## config.mk

```make
export PLATFORM = sky130hd
export DESIGN_NAME = qam16_mapper_slicer
export DESIGN_NICKNAME = d
export VERILOG_FILES = /design/src/rtl/qam16_mapper_slicer.sv
export SDC_FILE = /design/constraint.sdc
export NUM_CORES = 1
export LEC_CHECK = 0
export ABC_AREA = 1
export BUFFER_PORTS_ARGS = -buffer_cell sky130_fd_sc_hd__buf_2
export CAP_MARGIN = 20
export CORE_UTILIZATION = 48
export DETAILED_ROUTE_END_ITERATION = 10
export GPL_TIMING_DRIVEN = 0
export PLACE_DENSITY = 0.77
export SLEW_MARGIN = 20
export SYNTH_ARGS = -nofsm -noshare
export SYNTH_HDL_FRONTEND = slang
export SYNTH_SLANG_ARGS = --single-unit
```

## constraint.sdc

```tcl
create_clock -name clk -period 1.8 [get_ports clk]
set_clock_uncertainty 0.2 [all_clocks]
set_input_delay 0.36 -clock clk [delete_from_list [all_inputs] [get_ports clk]]
set_output_delay 0.36 -clock clk [all_outputs]
set_load 0.05 [all_outputs]
```

## src/rtl/qam16_mapper_slicer.sv

```systemverilog
module qam16_mapper_slicer #(
  parameter int SOFT_W = 8
) (
  input  logic                     clk,
  input  logic                     rst,
  input  logic                     tx_bit_valid,
  input  logic                     tx_bit,
  output logic                     tx_bit_ready,
  output logic                     tx_sym_valid,
  output logic signed [2:0]        tx_sym_i,
  output logic signed [2:0]        tx_sym_q,
  input  logic                     tx_sym_ready,
  input  logic                     rx_soft_valid,
  input  logic signed [SOFT_W-1:0] rx_soft_i,
  input  logic signed [SOFT_W-1:0] rx_soft_q,
  output logic                     rx_soft_ready,
  output logic                     rx_bit_valid,
  output logic                     rx_bit,
  input  logic                     rx_bit_ready
);
  localparam logic signed [SOFT_W-1:0] TH_HI = SOFT_W'(2);
  localparam logic signed [SOFT_W-1:0] TH_LO = -SOFT_W'(2);

  function automatic logic signed [2:0] to_level(input logic [1:0] p);
    case (p)
      2'b00:   to_level = 3'sb101;
      2'b01:   to_level = 3'sb111;
      2'b11:   to_level = 3'sb001;
      default: to_level = 3'sb011;
    endcase
  endfunction

  function automatic logic [1:0] slice(input logic signed [SOFT_W-1:0] v);
    if (v >= TH_HI)        slice = 2'b10;
    else if (!v[SOFT_W-1]) slice = 2'b11;
    else if (v >= TH_LO)   slice = 2'b01;
    else                   slice = 2'b00;
  endfunction

  // transmit side
  logic [2:0] gather;
  logic [1:0] gcnt;
  logic       tx_take, last_bit;
  logic [3:0] quad;

  assign last_bit     = gcnt == 2'd3;
  assign tx_bit_ready = ~(last_bit & tx_sym_valid & ~tx_sym_ready);
  assign tx_take      = tx_bit_valid & tx_bit_ready;
  assign quad         = {gather, tx_bit};

  always_ff @(posedge clk) begin
    if (rst) begin
      gcnt         <= 2'd0;
      tx_sym_valid <= 1'b0;
    end else begin
      if (tx_take) begin
        gather <= {gather[1:0], tx_bit};
        gcnt   <= gcnt + 2'd1;
      end
      if (tx_take && last_bit) begin
        tx_sym_valid <= 1'b1;
        tx_sym_i     <= to_level(quad[3:2]);
        tx_sym_q     <= to_level(quad[1:0]);
      end else if (tx_sym_ready) begin
        tx_sym_valid <= 1'b0;
      end
    end
  end

  a_r1_no_early_symbol: assert property (@(posedge clk) disable iff (rst)
    (!tx_sym_valid && !(tx_take && last_bit)) |=> !tx_sym_valid);
  a_r3_odd_level: assert property (@(posedge clk) disable iff (rst)
    tx_sym_valid |-> (tx_sym_i[0] && tx_sym_q[0]));
  a_r4_tx_hold: assert property (@(posedge clk) disable iff (rst)
    (tx_sym_valid && !tx_sym_ready) |=>
      (tx_sym_valid && $stable(tx_sym_i) && $stable(tx_sym_q)));

  // receive side
  logic [3:0] rq;
  logic [2:0] left;
  logic       rx_take;

  assign rx_bit_valid  = left != 3'd0;
  assign rx_bit        = rq[3];
  assign rx_soft_ready = (left == 3'd0) | ((left == 3'd1) & rx_bit_ready);
  assign rx_take       = rx_soft_valid & rx_soft_ready;

  always_ff @(posedge clk) begin
    if (rst) begin
      left <= 3'd0;
    end else if (rx_take) begin
      rq   <= {slice(rx_soft_i), slice(rx_soft_q)};
      left <= 3'd4;
    end else if (rx_bit_valid && rx_bit_ready) begin
      rq   <= {rq[2:0], 1'b0};
      left <= left - 3'd1;
    end
  end

  a_r5_high_tie: assert property (@(posedge clk) disable iff (rst)
    (rx_take && rx_soft_i >= TH_HI) |=> (rx_bit_valid && rx_bit));
  a_r9_neg_extreme: assert property (@(posedge clk) disable iff (rst)
    (rx_take && rx_soft_i < TH_LO) |=> (rx_bit_valid && !rx_bit));
  a_r7_rx_hold: assert property (@(posedge clk) disable iff (rst)
    (rx_bit_valid && !rx_bit_ready) |=> (rx_bit_valid && $stable(rx_bit)));
  a_r8_reset_clears: assert property (@(posedge clk)
    rst |=> (!tx_sym_valid && !rx_bit_valid));
endmodule

```

# --- Word-level counts from Yosys, hierarchy flattened ---
# Cells that the tools add are included.
totals:
  elab_cells: 55
  regBits: 19
classes:
  bitwise: 9
  n_lt_le_gt_ge: 4
  addsub: 2
  muxes: 14
  n_eq_ne: 6
  reduce_logical: 12
op_table:
  columns: ["operator", "n"]
  rows:
  - ["one-hot mux 3 bit (3 select lines)", 2]
  - [">= comparator 8 x 2 -> 1 bit (second input constant)", 2]
  - [">= comparator 8 x 3 -> 1 bit (second input constant)", 2]
  - ["two-way mux 2 bit", 4]
  - ["two-way mux 4 bit", 2]
  - ["equality test 2 bit (second input constant)", 3]
  - ["two-way mux 3 bit", 2]
  - ["AND reduction 2 bit", 3]
  - ["bitwise AND 1 bit", 5]
  - ["equality test 2 x 1 -> 1 bit (second input constant)", 2]
  - ["logical NOT 2 bit", 2]
  - ["two-way mux 1 bit", 4]
  - ["nonzero test 2 bit", 2]
  - ["equality test 3 x 1 -> 1 bit (second input constant)", 1]
  - ["logical NOT 3 bit", 1]
  - ["inverter 1 bit", 3]
  - ["nonzero test 3 bit", 1]
  - ["subtractor 3 x 1 -> 3 bit (second input constant)", 1]
  - ["adder 2 x 1 -> 2 bit (second input constant)", 1]
  - ["logical AND 1 bit", 2]
  - ["OR reduction 2 bit", 1]
  - ["bitwise OR 1 bit", 1]

# --- Depth between registers and ports, before layout ---
logic_depth:
  depth_word: 7
  depth_mapped: 8

# --- Least setup slack after synthesis ---
# No wires, ideal clock.
synth_timing:
  path_type: "reg-to-reg"
  from: "register tx_sym_valid"
  to: "register tx_sym_i[1] (enable)"
  path_stages_with_launch: 6
  slack_ns: -0.279
  setup_time_ns: 0.252
  t_required_ns: 1.348
  t_arrival_ns: 1.627
  period_less_slack_ns: 2.079
  path_cell_list: "dfxtp_1 nand3_1 nand2_1 inv_1 nand2_1 nor2_1"
synth_via:
  elab_chain_len: 6
synth_lines:
  columns: ["element", "line", "rtl"]
  rows:
  - ["start: declaration", "9", "output logic tx_sym_valid,"]
  - ["start signal: assignment", "54", "tx_sym_valid <= 1'b0;"]
  - ["start signal: assignment", "61", "tx_sym_valid <= 1'b1;"]
  - ["start signal: assignment", "65", "tx_sym_valid <= 1'b0;"]
  - ["bitwise AND 1 bit (2 in a row)", "47", "assign tx_bit_ready = ~(last_bit & tx_sym_valid & ~tx_sym_ready);"]
  - ["inverter 1 bit", "47", null]
  - ["named net tx_bit_ready", "8", "output logic tx_bit_ready,"]
  - ["bitwise AND 1 bit", "48", "assign tx_take = tx_bit_valid & tx_bit_ready;"]
  - ["logical AND 1 bit", "60", "if (tx_take && last_bit) begin"]
  - ["AND reduction 2 bit (no line)", null, null]
  - ["end signal: assignment", "62", "tx_sym_i <= to_level(quad[3:2]);"]
  - ["end: declaration", "10", "output logic signed [2:0] tx_sym_i,"]
# The timed path passes the listed nets, and every way through them passes these cells.
# A chain may end at the register's enable or synchronous reset.

# --- Final worst setup path ---
layout_timing:
  from: "register left[0]"
  to: "output port rx_soft_ready"
layout_via:
  elab_chain_len: 3
layout_lines:
  columns: ["element", "line", "rtl"]
  rows:
  - ["start: declaration", "80", "logic [2:0] left;"]
  - ["start signal: assignment", "96", "left <= left - 3'd1;"]
  - ["equality test 3 x 1 -> 1 bit", "85", "assign rx_soft_ready = (left == 3'd0) | ((left == 3'd1) & rx_bit_ready);"]
  - ["bitwise AND 1 bit", "85", null]
  - ["bitwise OR 1 bit (*)", "85", null]
  - ["end: declaration", "16", "output logic rx_soft_ready,"]
# Every way passes the cells marked *; elsewhere a longest branch is shown, timed or not.

==> results.md <==
- Hold Violations, Final: 0
- Critical path endpoint category: output port
- Final slew viol count: 0
- Pre-CTS setup slack: 53.2 ps
- Post-synth EDFFs: 11
- Hold buffers post-CTS: 0
- CTS H-tree lvls: 1
- Clock tree buffer depth: 2
- Final setup fails: 0
- Die ar.: approximately 2100 sq um
- Post-synth top area share: 35.1%
- Largest net degree at the start of global routing: 11
- Final-stage net count: 182
- Multi-input gate area: between 400 and 500 sq um
- DRT Wirelength: about 1800 um
- Antenna diode count: 0
- Worst-Skew Late Latency: between 200 and 300 ps
- Most common cell after layout, fill and taps aside: nand2_1
- Syn_area_per_cell: between 8 and 9 sq um
- DPL Wire Length: between 1000 and 1500 um
- Total GRT Usage: approximately 18%
- Row cnt: 15
- CTS tree: built
- Cells after Synth: approximately 110
- WP data required: approximately 1200 ps
- Yosys cell types: 17
- Largest cells by area after synthesis: edfxtp_1 35%, dfxtp_1 13%, ha_1 12%
- CP startpoint kind: register
- Maximum vdd ir drop: 0.882 mV
- Chip Height: 46.3 um
- First-pass GRT wire length: around 2700 um
- Leak: between 0.5 and 0.6 nW
- IO Port Bufs: 29
- CTS buffer count: 3
- Outcome: completed
- CTS root buffer: clkbuf_4
- Critical path peak fanout: 5
- Gr ovfl total: 0
- FMAX: 573 MHz
- Antenna violations before repair: 0
- Initial Utilization: between 50 and 60%
- Via density: ~5.0
- Fin crit period: 1750 ps
- Final worst setup slack: roughly 53 ps
- Layout Cells excl Fill: roughly 170
- Vias after detailed routing: about 860
- Max cap viols: 0
- Die W: ~46 um
- Vias in the first global route: a little over 700
- Ratio of final minimum period to clock period: between 90% and 100%
- Finished Core Util: slightly below 70%
- CTS Sinks: 17
- Arr. time, crit path: ~1200 ps
- Fillers: ~150
- Synth-to-layout area growth: 31.4%
- Sequential area share after synthesis: roughly 48%
- Biggest area consumer among synthesized cells: edfxtp_1
- Initial DRC count: 22
- YS warnings: 0
- Pwr Density: roughly 1100 nW/um^2
- Placed cell count: about 170
- Primary FF master, synth: edfxtp_1
- Clock-pin slew on the worst setup and hold paths: about 100 ps
- Kind of critical path: register to output port
- Wire per inst: 10.3 um
- Total negative slack: 0 ps
- Share of layout cells above drive strength 1: ~37%
- I/O Pins: 34
- HP Class: input pin to register
- #FFs+latches synth: 17
- Sequential Area: 458 sq um
- DRC violations left: 0
- Core area: around 1800 sq um
- Asr flop ratio synth: 0%
- Commonest cells after routing, fill and taps aside: 29 x nand2_1, 26 x buf_2, 19 x nor2_1
- Detail Route Antenna Nets: 0
- Mapped Area: around 940 sq um
- First-pass DRT Iterations: 6
- Routability cong.: ~0.77
==> worst max-delay path, stage by stage (launching register included) <==
cell     delay (ps)
dfxtp_4         390
inv_4            50
ha_4            160
nand2_4          90
nand2_4          70
buf_8           150
==> synthesized netlist by cell type, types with 2 or more instances <==
cell type  count
nor2_1        20
a21oi_1        2
inv_1         14
dfxtp_1        6
edfxtp_1      11
ha_1           9
o21ai_0        4
nand2_4        2
buf_4          2
nand3_1        6
nand2_1       30
nand4_1        2
==> final timing paths <==
kind,start,to,slack [ps],cells after the start
max,left[0],rx_soft_ready,50,5
min,tx_bit,gather[0],90,1
max reg2reg,left[0],rq[3],160,5
min reg2reg,tx_sym_valid,tx_sym_valid,280,2
==> routing by layer <==
layer | vias to the layer above | part of all wire (%) | track usage, %
li1 | 429 | - | -
met3 | 2 | 4.0 | 3.53
met4 | 0 | 0.61 | 7.06
met1 | 401 | 38 | 16.5
met2 | 31 | 58 | 36.3
met5 | - | 0 | 0
==> stage by stage <==
step	cell area, sq um	power [mW]	hold WS, ps
after floorplan	958	0.961	222
after global placement	1130	1.07	257
after detailed placement	1130	1.08	267
after CTS	1190	1.36	79.8
after global routing	1240	1.51	85.1
final	1240	1.42	87.0
==> registers in the layout, indices dropped and copies added (netlist names) <==
register and flops:
tx_sym_i 2, left 3, gather 3, gcnt 2, rq 4, tx_sym_q 2, tx_sym_valid 1
==> timing repair <==
item                                   4_1_cts  5_1_grt
buffers inserted                             0        2
endpoints found under the hold margin        0        0
gates resized for setup                     10        9
pin swaps                                    0        2
gates cloned                                 0        0
setup endpoints to repair                    2        7
==> where the power goes <==
part	switching (mW)	internal (mW)	leakage (nW)
Combinational	0.438	0.261	0.420
Clock	0.117	0.0824	0.0177
Sequential	0.0316	0.486	0.154
Total	0.586	0.830	0.591
==> final cells by class <==
cell class	count	share of cell area (%)
multi-input combinational	80	38.1
sequential	17	37.0
timing repair buffer	31	14.2
inverter	15	4.76
tap	25	2.53
clock buffer	3	1.82
buffer	2	1.21
clock inverter	1	0.405
==> cell families (layout without fill, tap and decap cells) <==
family	Yosys count	in the layout	share of synthesized area [%]
AO/OA/AOI/OAI	8	8	4.65
adder cells (fa/ha/maj)	9	9	12.0
buffers and inverters	17	52	7.58
flip-flops	17	17	47.9
other	1	2	0.399
AND/OR/NAND/NOR	61	61	27.5
No activity file was read; power rests on OpenSTA's default activity.
